--- src/rtl/sdm_out_pkg.sv ---
package sdm_out_pkg;
  localparam int unsigned MAX_RATIO = 40;
  localparam int unsigned CNT_W     = $clog2(MAX_RATIO);

  typedef logic [CNT_W-1:0] cnt_t;

  // Period in master clocks for a speed mode / divide select pair.
  function automatic cnt_t ratio_of(input logic [1:0] speed, input logic div_sel);
    cnt_t r;
    unique case (speed)
      2'b10:   r = div_sel ? cnt_t'(8)  : cnt_t'(4);
      2'b11:   r = div_sel ? cnt_t'(40) : cnt_t'(8);
      default: r = cnt_t'(4);
    endcase
    return r;
  endfunction
endpackage

--- src/rtl/sdm_clk_div.sv ---
module sdm_clk_div
  import sdm_out_pkg::*;
(
  input  logic       clk_i,
  input  logic       rst_ni,
  input  logic       run_i,
  input  logic [1:0] speed_i,
  input  logic       div_sel_i,
  output logic       sclk_o,
  output logic       fall_o
);
  cnt_t       cnt_q, cnt_d;
  logic       sclk_q, sclk_d;
  logic [2:0] cfg_q;
  logic       restart;
  cnt_t       ratio, half;

  assign ratio   = ratio_of(speed_i, div_sel_i);
  assign half    = ratio >> 1;
  assign restart = !run_i || (cfg_q != {speed_i, div_sel_i});
  assign fall_o  = !restart && (cnt_q == ratio - cnt_t'(1));

  always_comb begin
    cnt_d  = cnt_q;
    sclk_d = sclk_q;
    if (restart) begin
      cnt_d  = '0;
      sclk_d = 1'b0;
    end else begin
      cnt_d = (cnt_q == ratio - cnt_t'(1)) ? '0 : cnt_q + cnt_t'(1);
      if (cnt_q == half - cnt_t'(1)) sclk_d = 1'b1;
      if (fall_o)                    sclk_d = 1'b0;
    end
  end

  always_ff @(posedge clk_i or negedge rst_ni) begin
    if (!rst_ni) begin
      cnt_q  <= '0;
      sclk_q <= 1'b0;
      cfg_q  <= '0;
    end else begin
      cnt_q  <= cnt_d;
      sclk_q <= sclk_d;
      cfg_q  <= {speed_i, div_sel_i};
    end
  end

  assign sclk_o = sclk_q;
endmodule

--- src/rtl/sdm_lane.sv ---
module sdm_lane (
  input  logic clk_i,
  input  logic rst_ni,
  input  logic clr_i,
  input  logic cap_i,
  input  logic bit_i,
  output logic bit_o
);
  logic q, d;

  always_comb begin
    d = q;
    if (clr_i)      d = 1'b0;
    else if (cap_i) d = bit_i;
  end

  always_ff @(posedge clk_i or negedge rst_ni) begin
    if (!rst_ni) q <= 1'b0;
    else         q <= d;
  end

  assign bit_o = q;
endmodule

--- src/rtl/sdm_bypass_out.sv ---
module sdm_bypass_out #(
  parameter int unsigned NCH      = 8,
  parameter logic [2:0]  RAW_CODE = 3'b110
) (
  input  logic           clk_i,
  input  logic           rst_ni,
  input  logic [2:0]     fmt_sel_i,
  input  logic [1:0]     speed_i,
  input  logic           div_sel_i,
  input  logic [NCH-1:0] mod_bits_i,
  input  logic [NCH-1:0] filt_dout_i,
  input  logic           filt_rdy_i,
  output logic [NCH-1:0] dout_o,
  output logic           sclk_o,
  output logic           sclk_oe_o,
  output logic           rdy_o,
  output logic           filt_en_o
);
  logic           raw;
  logic           sclk_int;
  logic           fall;
  logic [NCH-1:0] lane_q;

  assign raw = (fmt_sel_i == RAW_CODE);

  sdm_clk_div u_div (
    .clk_i     (clk_i),
    .rst_ni    (rst_ni),
    .run_i     (raw),
    .speed_i   (speed_i),
    .div_sel_i (div_sel_i),
    .sclk_o    (sclk_int),
    .fall_o    (fall)
  );

  for (genvar k = 0; k < NCH; k++) begin : g_lane
    sdm_lane u_lane (
      .clk_i  (clk_i),
      .rst_ni (rst_ni),
      .clr_i  (!raw),
      .cap_i  (fall),
      .bit_i  (mod_bits_i[k]),
      .bit_o  (lane_q[k])
    );
  end

  assign dout_o    = raw ? lane_q : filt_dout_i;
  assign sclk_o    = raw & sclk_int;
  assign sclk_oe_o = raw;
  assign rdy_o     = raw ? 1'b0 : filt_rdy_i;
  assign filt_en_o = !raw;
endmodule

--- config.mk ---
export PLATFORM = sky130hd
export DESIGN_NAME = sdm_bypass_out
export DESIGN_NICKNAME = d
export VERILOG_FILES = /design/src/rtl/sdm_out_pkg.sv /design/src/rtl/sdm_clk_div.sv /design/src/rtl/sdm_lane.sv /design/src/rtl/sdm_bypass_out.sv
export SDC_FILE = /design/constraint.sdc
export NUM_CORES = 1
export LEC_CHECK = 0
export BUFFER_PORTS_ARGS = -buffer_cell sky130_fd_sc_hd__buf_2
export CORE_MARGIN = 2
export CORE_UTILIZATION = 44
export DETAILED_ROUTE_END_ITERATION = 8
export PLACE_DENSITY = 0.77
export REMOVE_ABC_BUFFERS = 1
export SYNTH_ARGS = -nofsm -noshare
export SYNTH_HDL_FRONTEND = slang
export SYNTH_HIERARCHICAL = 1
export SYNTH_SLANG_ARGS = --single-unit
--- constraint.sdc ---
create_clock -name clk_i -period 1.95 [get_ports clk_i]
set_clock_uncertainty 0.2 [all_clocks]
set_input_delay 0.195 -clock clk_i [delete_from_list [all_inputs] [get_ports clk_i]]
set_output_delay 0.195 -clock clk_i [all_outputs]
set_load 0.05 [all_outputs]
-- After elaboration in Yosys (flattened, before gate mapping)
Index checks and enable logic that the tools add are counted.
- output and inout port bits: 12
- register bits: 18
- logic and storage cells: 53
- bits of input ports: 25
- bitwise operators: 1
- reduce and logical (&&, ||, !) cells: 5
- equal/unequal tests: 7
- multiplexer cells: 26
- add/subtract/negate cells: 3
- operator list (operator ; number):
    1-bit two-way mux ; 20
    6-bit two-way mux ; 3
    6-bit == test ; 2
    6-bit one-hot mux with 2 select lines ; 1
    8-bit two-way mux ; 1
    6-bit by 1-bit adder with 6-bit output, second input constant ; 1
    5-bit by 1-bit subtractor with 6-bit output, second input constant ; 1
    6-bit by 1-bit subtractor with 6-bit output, second input constant ; 1
    2-bit == test, second input constant ; 2
    4-bit two-way mux ; 1
    3-bit == test, second input constant ; 1
    3-bit inequality test ; 1
    3-bit nonzero test ; 1
    1-bit logical NOT ; 2
    2-bit by 1-bit inequality test with 1-bit output, second input constant ; 1
    1-bit bitwise AND ; 1
    1-bit logical AND ; 1
    1-bit logical OR ; 1

-- Longest topological paths before layout
Gate-level depths: netlist of run 1.
- word-level depth: 7
- gate-level depth with buffers: 10
- mapped depth without buffers: 10

-- By module
The synthesis of run 1 kept the hierarchy.
- by module, submodules not included (module ; instances ; area each (µm²) ; sequential area each (µm²) ; cells an instance):
    sdm_clk_div ; 1 ; 573.0 ; 250.2 ; 53
    sdm_lane ; 8 ; 38.8 ; 25.0 ; 3
    sdm_bypass_out ; 1 ; 161.4 ; 0.0 ; 14

-- Worst setup path after synthesis of run 1
OpenSTA, ideal clock, no wires.
- path type: input -> register
- start: in speed_i[0]
- end: reg g_lane[0].u_lane.q
- slack: -585 ps
- library setup time: 127 ps
- data required time: 1623 ps
- cell stages on the path: 10
- arrival: 2208 ps
- path buffers: 0
- cell sequence: o21ai_4 > inv_1 > ha_1 > ha_1 > xnor2_1 > nor2_1 > nand4_1 > nor2_1 > mux2i_1 > nor2_1
- word-level cells in the longest chain between the ends: 6
- elaborated cells between the ends (all ways): 10
- those cells by class: add/sub (1); eq/ne (5); mux (1); reduce/logical (3)
- RTL lines (what ; line ; source):
    from (decl) ; sdm_bypass_out.sv:8 ; input logic [1:0] speed_i,
    2-bit == test ; sdm_out_pkg.sv:10 ; unique case (speed)
    6-bit one-hot mux with 2 select lines ; sdm_out_pkg.sv:10 ;
    6-bit by 1-bit subtractor with 6-bit output ; sdm_clk_div.sv:21 ; assign fall_o = !restart && (cnt_q == ratio - cnt_t'(1));
    6-bit == test ; sdm_clk_div.sv:21 ;
    1-bit logical AND * ; sdm_clk_div.sv:21 ;
    net fall ; sdm_bypass_out.sv:21 ; logic fall;
    2-bit by 1-bit inequality test with 1-bit output (no source line) * ; n/a ;
    to (signal assigned) ; sdm_lane.sv:18 ; if (!rst_ni) q <= 1'b0;
    to (signal assigned) ; sdm_lane.sv:19 ; else q <= d;
    to (decl) ; sdm_lane.sv:9 ; logic q, d;
The timed path passes the listed nets; every way through them passes the cells marked *.
A chain may end at the register's enable or synchronous reset.

-- Final worst setup path of run 1
- start: in div_sel_i
- end: reg g_lane[0].u_lane.q
- word-level cells in the longest chain between the ends: 6
- elaborated cells between the ends (all ways): 10
- those cells by class: add/sub (1); eq/ne (3); mux (3); reduce/logical (3)
- RTL lines (what ; line ; source):
    from (decl) ; sdm_bypass_out.sv:9 ; input logic div_sel_i,
    4-bit two-way mux or 6-bit two-way mux (tied branches) ; sdm_out_pkg.sv:11, sdm_out_pkg.sv:12 ;
    6-bit one-hot mux with 2 select lines ; sdm_out_pkg.sv:10 ;
    6-bit by 1-bit subtractor with 6-bit output ; sdm_clk_div.sv:21 ;
    6-bit == test ; sdm_clk_div.sv:21 ;
    1-bit logical AND * ; sdm_clk_div.sv:21 ;
    net fall ; sdm_bypass_out.sv:21 ;
    2-bit by 1-bit inequality test with 1-bit output (no source line) * ; n/a ;
Marked as above.

==> summary.md, run 1 <==
For this design the top-level I/O count stands at 37. The via count of the first global-routing pass is 940, and the minimum setup slack in the final design is -80.1 ps. For the final non-filler cell total, the log shows 181.

In the layout the commonest cells are buf_2, nor2_1, dfrtp_1. For the reported max-cap violation count, the log shows 0. The clock drives 18 sinks. The setup path with the least slack is of type in2reg.

Total number of vias: 906. Hold path endpoint: g_lane[0].u_lane/bit_o. The area growth from synthesis to final layout came out at 48.3%. Traced cell by cell, the critical path runs through buf_8 > o21ai_4 > buf_6 > ha_4 > ha_4 > xnor2_2 > nor2_2 > nand4_1 > nor2_1 > buf_6 > mux2i_1 > nor2_1. Summing all flip-flop and latch instances after layout gives 450 sq um. Entering global routing, the biggest net connects 20 pins. After filler insertion, the fill cell instance count of the layout stands at 156.

The number of instances in the placed design was 164. For the H-tree level count, the log shows 1. The max-slew headroom at the worst pin was 0.735. After detailed routing, the average wire length per cell comes to 14.6 um.

During synthesis, Yosys emitted a total of 6 warnings. The synthesized netlist cell count was 91; the highest ir drop seen on vdd was 0.355 mV. During placement, the flow inserted port buffers numbering 36. The multi-input combinational cells in the finished layout cover a total of 593 sq um. In this run, CTS created clock tree buffers numbering 3. The final cycle utilization of the critical path works out to 1.04.

For this run, the post-layout net count is 182. Total standard cell area after synthesis: 1040 sq um. Cell area after placement: 1330 sq um. The fraction of the yosys area taken by sequential cells was 0.431; the number of remaining DRC errors was 0. For this design the static power due to leakage is 0.760 nW. For the final instance area, the log shows 1550 sq um.

The run gives 0 as the number of diodes. The library cell used most frequently in the layout, excluding fill and tap cells, is buf_2. The beginning of the worst register-to-register path was u_div/cnt_q[3]. The logs give 0.694 for the share of the core filled with cells in the final layout and 2 for the buffer depth of the longest clock path. The run finished, with violations left.

The floorplan step defined a die boundary enclosing 2780 sq um. The tools report the first-pass GRT wire length as 3930 um. The tools report the number of failing setup endpoints in the final timing report as 6.

The top fanout value on the critical path was 8; the die boundary width was 52.7 um. For the number of endpoints with negative hold slack in the final report, the log shows 0. The max-slew violation count came out at 0. Beginning of the worst hold path: mod_bits_i[0]. The final total negative setup slack came out at -275 ps. STA classifies the critical path endpoint as a flop. The clock latency on the worst-skew pair is 310 ps. In this design, the stage delay of the slowest critical-path cell is 210 ps. In this run the remaining antenna-violating nets after routing total 0. The minimum clock period is 2030 ps. Setup repair after global routing could not meet its margin everywhere. Before antenna repair, the detailed router went through 4 iterations. The tools report the category of the worst setup path launch point as an input pin.

For the initial antenna violation count, the log shows 0. The mean area per synthesized cell came out at 11.5 sq um. The slowest stage of the critical path is the ha_4 cell. The endpoint identified for the worst register-to-register timing path is g_lane[0].u_lane/bit_o. The worst hold path stage count is 3, and the final total power is 862 uW.

Based on the critical path, the design can be clocked at up to 0.493 GHz. Clock tree synthesis selected as its root buffer the cell clkbuf_4. The total wire length is 2650 um. The remaining global-route overflow is 0. The setup check on the worst reg-to-reg path leaves a slack of 30 ps. The worst register-to-register path has a depth of 6.

The number of library cell types mapped by synthesis is 21. At the pin with the least slew margin, the transition time is 397 ps. The number of synthesized register bits is 18, and the floorplan core area is 2230 sq um. The tools report the pre-CTS setup slack as -417 ps.

In this run the vertical extent of the chip is 52.7 um. The detailed router finished its first iteration with 8 violations. The tools report the required time at the endpoint of the critical path as 1940 ps. The logs give 0.200 for the total routing usage reported by global routing and 29.0 ps for the hold slack.

The checks that failed: setup timing. Row generation in the floorplan step produced 17 rows. Dividing total power by cell area gives a power density of 556 nW/um^2.

Once detailed placement completed, the half-perimeter wirelength came to 1720 um. The layout cell share with drive strength beyond 1 came out at 0.464. Clock-pin slew was measured on the worst setup and hold paths at 100 ps.

TritonCTS built the clock tree. The path class of the lowest-slack min-delay path is in2reg. The initial core utilization came out at 0.468.

After detailed routing, the number of vias per cell comes to 5.01. Routability-driven placement finished with a final weighted congestion of 0.729. The tools report the worst endpoint data arrival time as 2020 ps.
flip-flops by register name (all words and copies together) (netlist names):
signal	flops
g_lane.u_lane/bit_o	8
u_div/cfg_q	3
u_div/sclk_o	1
u_div/cnt_q	6
power by group:
part	switching (mW)	internal [mW]
clock	0.130	0.114
sequential	0.00178	0.376
combinational	0.124	0.115
total	0.256	0.606
metal layers:
| metal | up-vias | wire, um | global-route usage |
|---|---|---|---|
| met5 | - | 0 | 0 |
| met4 | 0 | 75 | 0.0897 |
| met3 | 6 | 168 | 0.0314 |
| met2 | 37 | 1460 | 0.394 |
| met1 | 436 | 947 | 0.201 |
| li1 | 427 | - | - |
Yosys cell counts:
| library cell | count | area, sq um |
|---|---|---|
| xnor2_1 | 7 | 61.3 |
| a41oi_1 | 1 | 8.76 |
| a41o_4 | 1 | 21.3 |
| buf_6 | 1 | 11.3 |
| nand3_1 | 3 | 15.0 |
| and2_1 | 1 | 6.26 |
| nand3b_4 | 1 | 20.0 |
| nor3_1 | 1 | 5.00 |
| nand2_1 | 1 | 3.75 |
| o21ai_4 | 1 | 16.3 |
| nand4_1 | 2 | 12.5 |
| clkbuf_2 | 2 | 10.0 |
| xor2_1 | 8 | 70.1 |
| xor2_2 | 1 | 16.3 |
| mux2_4 | 6 | 90.1 |
| mux2i_1 | 8 | 80.1 |
| ha_1 | 3 | 37.5 |
| dfrtp_1 | 18 | 450 |
| nor2_1 | 19 | 71.3 |
| mux2_2 | 2 | 22.5 |
| inv_1 | 4 | 15.0 |
worst max-delay path, delay by kind of cell:
| kind | cells | cell delay (ps) |
|---|---|---|
| xor+xnor | 1 | 140 |
| mux | 1 | 210 |
| compound gates | 1 | 160 |
| simple gates | 4 | 560 |
| buf+inv | 3 | 400 |
| fa+ha+maj | 2 | 350 |
cell families after synthesis:
group / Yosys count / share of synthesized area
mux: 16 / 0.184
buf+inv: 7 / 0.0347
fa+ha+maj: 3 / 0.0359
simple gates: 28 / 0.128
flops: 18 / 0.431
xor+xnor: 16 / 0.141
compound gates: 3 / 0.0443
worst max path at each step:
stage / startpoint / to / slack, ps / depth (start not counted)
2_1_floorplan: speed_i[0] / g_lane[0].u_lane/bit_o / -590 / 10
3_3_place_gp: speed_i[0] / g_lane[0].u_lane/bit_o / -310 / 12
3_5_place_dp: speed_i[0] / g_lane[0].u_lane/bit_o / -420 / 12
4_1_cts: speed_i[0] / g_lane[0].u_lane/bit_o / 40 / 12
5_1_grt: div_sel_i / g_lane[0].u_lane/bit_o / -110 / 12
6_report: div_sel_i / g_lane[0].u_lane/bit_o / -80 / 12
what timing repair did:
action / CTS / global route
pin swaps: 3 / 11
hold buffers: 11 / 0
setup endpoints to repair: 8 / 8
setup buffers: 1 / 1
endpoints found under the hold margin: 28 / 0
gates resized for setup: 4 / 9
cell type report:
class,count,share of cell area
Clock buffer,4,0.0234
Inverter,4,0.00969
Multi-Input combinational cell,66,0.383
Sequential cell,18,0.291
Tap cell,28,0.0226
Timing Repair Buffer,61,0.271
Note: power is estimated with default switching activity, not from simulation.
==> run 2, diff against run 1 <==
Settings changed: REMOVE_ABC_BUFFERS 1 to default.
==> summary.md, run 2 (synthesis gave the netlist of run 1 again) <==
The run finished with clean final reports. The die boundary width was 52.7 um (unchanged); the number of instances in the placed design was 164 (unchanged). The switching part of the total is 0.286 (was 0.297), and the first-pass GRT wire length is 3770 um (was 3930 um). The buffer depth of the longest clock path is 2 (unchanged). The logs give 242 uW (was 256 uW) for the total net switching power and 0.514 GHz (was 0.493 GHz) for the maximum frequency from static timing analysis. The mean number of vias per cell works out to 4.84 (was 5.01).

Cell chosen for the clock root: clkbuf_4 (unchanged). The number of nets with antenna violations after detailed routing is 0 (unchanged), and the maximum number of pins on one net before global-route repair is 19 (was 20). For the number of diodes, the log shows 0 (unchanged).

The max-slew headroom at the worst pin was 0.728 (was 0.735). The run gives 1930 ps (was 1940 ps) as the required time at the endpoint of the critical path. The detailed-route wire length per cell is 14.3 um (was 14.6 um), and the global placement routability congestion is 0.741 (was 0.729). The minimum setup slack in the final design came out at 2.75 ps (was -80.1 ps). Path class of the lowest-slack min-delay path: in2reg (unchanged).

The portion of total power attributed to sequential cells is 0.448 (was 0.439). The layout filler cell count is 149 (was 156), and the layout cell share with drive strength beyond 1 is 0.487 (was 0.464). The total number of vias came out at 880 (was 906). Leading cell types in the layout, fill and taps excluded: buf_2, dfrtp_1, nor2_1 (was buf_2, nor2_1, dfrtp_1).

The row count was 17 (unchanged); the worst-margin pin slew was 408 ps (was 397 ps). The clock latency on the worst-skew pair is 290 ps (was 310 ps). For the combinational group share of total power, the log shows 0.278 (was 0.277). The run gives 0 (unchanged) as the remaining global-route overflow. The initial antenna violation count is 0 (unchanged), and the flip-flop count of the largest register, all copies and words added is 8 (unchanged). The category of the worst setup path launch point was an input pin (unchanged).

The run gives 0 (was 6) as the number of failing setup endpoints in the final timing report. The tools report the routing usage on met3 as 0.0257 (was 0.0314). Class of the most critical setup path: in2reg (unchanged). The number of buffers added by the clock tree synthesis step is 3 (unchanged). The power density over cell area was 531 nW/um^2 (was 556 nW/um^2); the leakage power figure was 0.769 nW (was 0.760 nW). For the via count of the first global-routing pass, the log shows 889 (was 940). The run gives 0.185 (was 0.200) as the total routing usage reported by global routing. For the internal cell power, the log shows 603 uW (was 606 uW).

The area growth from synthesis to final layout came out at 52.3% (was 48.3%). The most common cell after layout, fill and taps aside was buf_2 (unchanged). The run gives 1680 um (was 1720 um) as the final HPWL from detailed placement. Synthesis produced a netlist with a net count of 119. The top fanout value on the critical path was 8 (unchanged); the die height was 52.7 um (unchanged).

The clock sink total was 18 (unchanged); the quantity of I/O buffers inserted on ports was 36 (unchanged). The logs give 0 (unchanged) for the number of remaining DRC errors and 183 (was 182) for the final layout net count. For the detailed router's first-iteration violation count, the log shows 6 (was 8). Setup repair after global routing could not meet its margin everywhere. The run gives 1 (unchanged) as the H-tree level count.

The tools report the I/O pin total as 37 (unchanged). The busiest layer in global routing is met2 (unchanged). For the highest ir drop seen on vdd, the log shows 0.385 mV (was 0.355 mV). For the max-slew violation count, the log shows 0 (unchanged). Reported max-cap violation count: 0 (unchanged). The minimum clock period is 1950 ps (was 2030 ps), and the clock slew seen by the registers of the worst setup and hold paths is 110 ps (was 100 ps).

The final cycle utilization of the critical path was 0.999 (was 1.04); the total wire length was 2610 um (was 2650 um). The final non-filler cell total was 182 (was 181). The worst endpoint data arrival time is 1930 ps (was 2020 ps), and the clock network power share is 0.274 (was 0.284). TritonCTS built the clock tree. For the floorplan core area, the log shows 2230 sq um (unchanged).

The tools report the total die area as 2780 sq um (unchanged). The area taken by flip-flops and latches is 450 sq um (unchanged). The total iterations of the first detailed-routing run is 3 (was 4).

The tools report the area of the multi-input gates as 621 sq um (was 593 sq um). Initial core utilization: 0.468 (unchanged). Endpoint type of the worst setup path: a flop (unchanged). For the pre-CTS setup slack, the log shows -313 ps (was -417 ps). The logs give 0.356 (was 0.394) for the met2 track utilization from global routing and 0 (unchanged) for the number of endpoints with negative hold slack in the final report.

Met1 routing resource usage after global routing: 0.207 (was 0.201).
-- run 2: path summary, 6_finish.rpt --
check | startpoint | endpoint | slack, ps | cells after the start
min in group asynchronous | rst_ni | u_div/cfg_q[1] | 150 | 2
worst max-delay path | speed_i[0] | g_lane[1].u_lane/bit_o | 3 | 12
max in group asynchronous | rst_ni | u_div/cnt_q[1] | 1110 | 2
worst min register to register | u_div/cnt_q[0] | u_div/cnt_q[0] | 300 | 1
worst min-delay path | fmt_sel_i[1] | g_lane[5].u_lane/bit_o | 130 | 4
worst max register to register | u_div/cnt_q[4] | g_lane[1].u_lane/bit_o | 150 | 7
-- run 2: power by group through the flow --
| stage | registers, mW | logic [mW] | clock network, mW |
|---|---|---|---|
| 3_3_place_gp | 0.385 | 0.193 | 0 |
| 4_1_cts | 0.378 | 0.218 | 0.238 |
| 5_1_grt | 0.379 | 0.251 | 0.249 |
| 6_report | 0.379 | 0.235 | 0.231 |
| 2_1_floorplan | 0.385 | 0.121 | 0 |
| 3_5_place_dp | 0.386 | 0.199 | 0 |
-- run 2: timing repair --
action / 4_1_cts / 5_1_grt
gates resized for setup: 0 / 11
endpoints found under the setup margin: 0 / 8
setup buffers: 0 / 2
hold endpoints to repair: 29 / 0
hold buffers: 12 / 0
-- run 2: final cells by class --
| cell class | instances | area share |
|---|---|---|
| multi-input combinational | 66 | 0.390 |
| sequential | 18 | 0.283 |
| timing repair buffer | 62 | 0.273 |
| clock buffer | 4 | 0.0228 |
| tap | 28 | 0.0220 |
| inverter | 4 | 0.00943 |
-- run 2: critical path, stage by stage --
cell     delay, ps
buf_6          100
o21ai_4        150
buf_6          120
ha_4           140
ha_4           210
xnor2_2        140
nor2_2         140
nand4_1        150
nor2_4         140
buf_12         150
mux2i_2        230
nor2_1          70
-- run 2: metal layers --
layer,share of wire,up-vias
li1,-,429
met1,0.38,422
met2,0.56,29
met3,0.055,0
met4,0,0
met5,0,-
-- run 2: per-stage QoR --
step                      setup TNS, ps  cell area (sq um)  hold slack (ps)  utilization  total power, mW
final                                 0               1590              129        0.713            0.845
after detailed placement          -2300               1370            -51.3        0.615            0.584
after global routing               -576               1590              147        0.713            0.879
after CTS                             0               1530              125        0.685            0.834
after global placement            -1610               1370            -63.1        0.615            0.579
after floorplan                   -1350               1080             -301            -            0.506
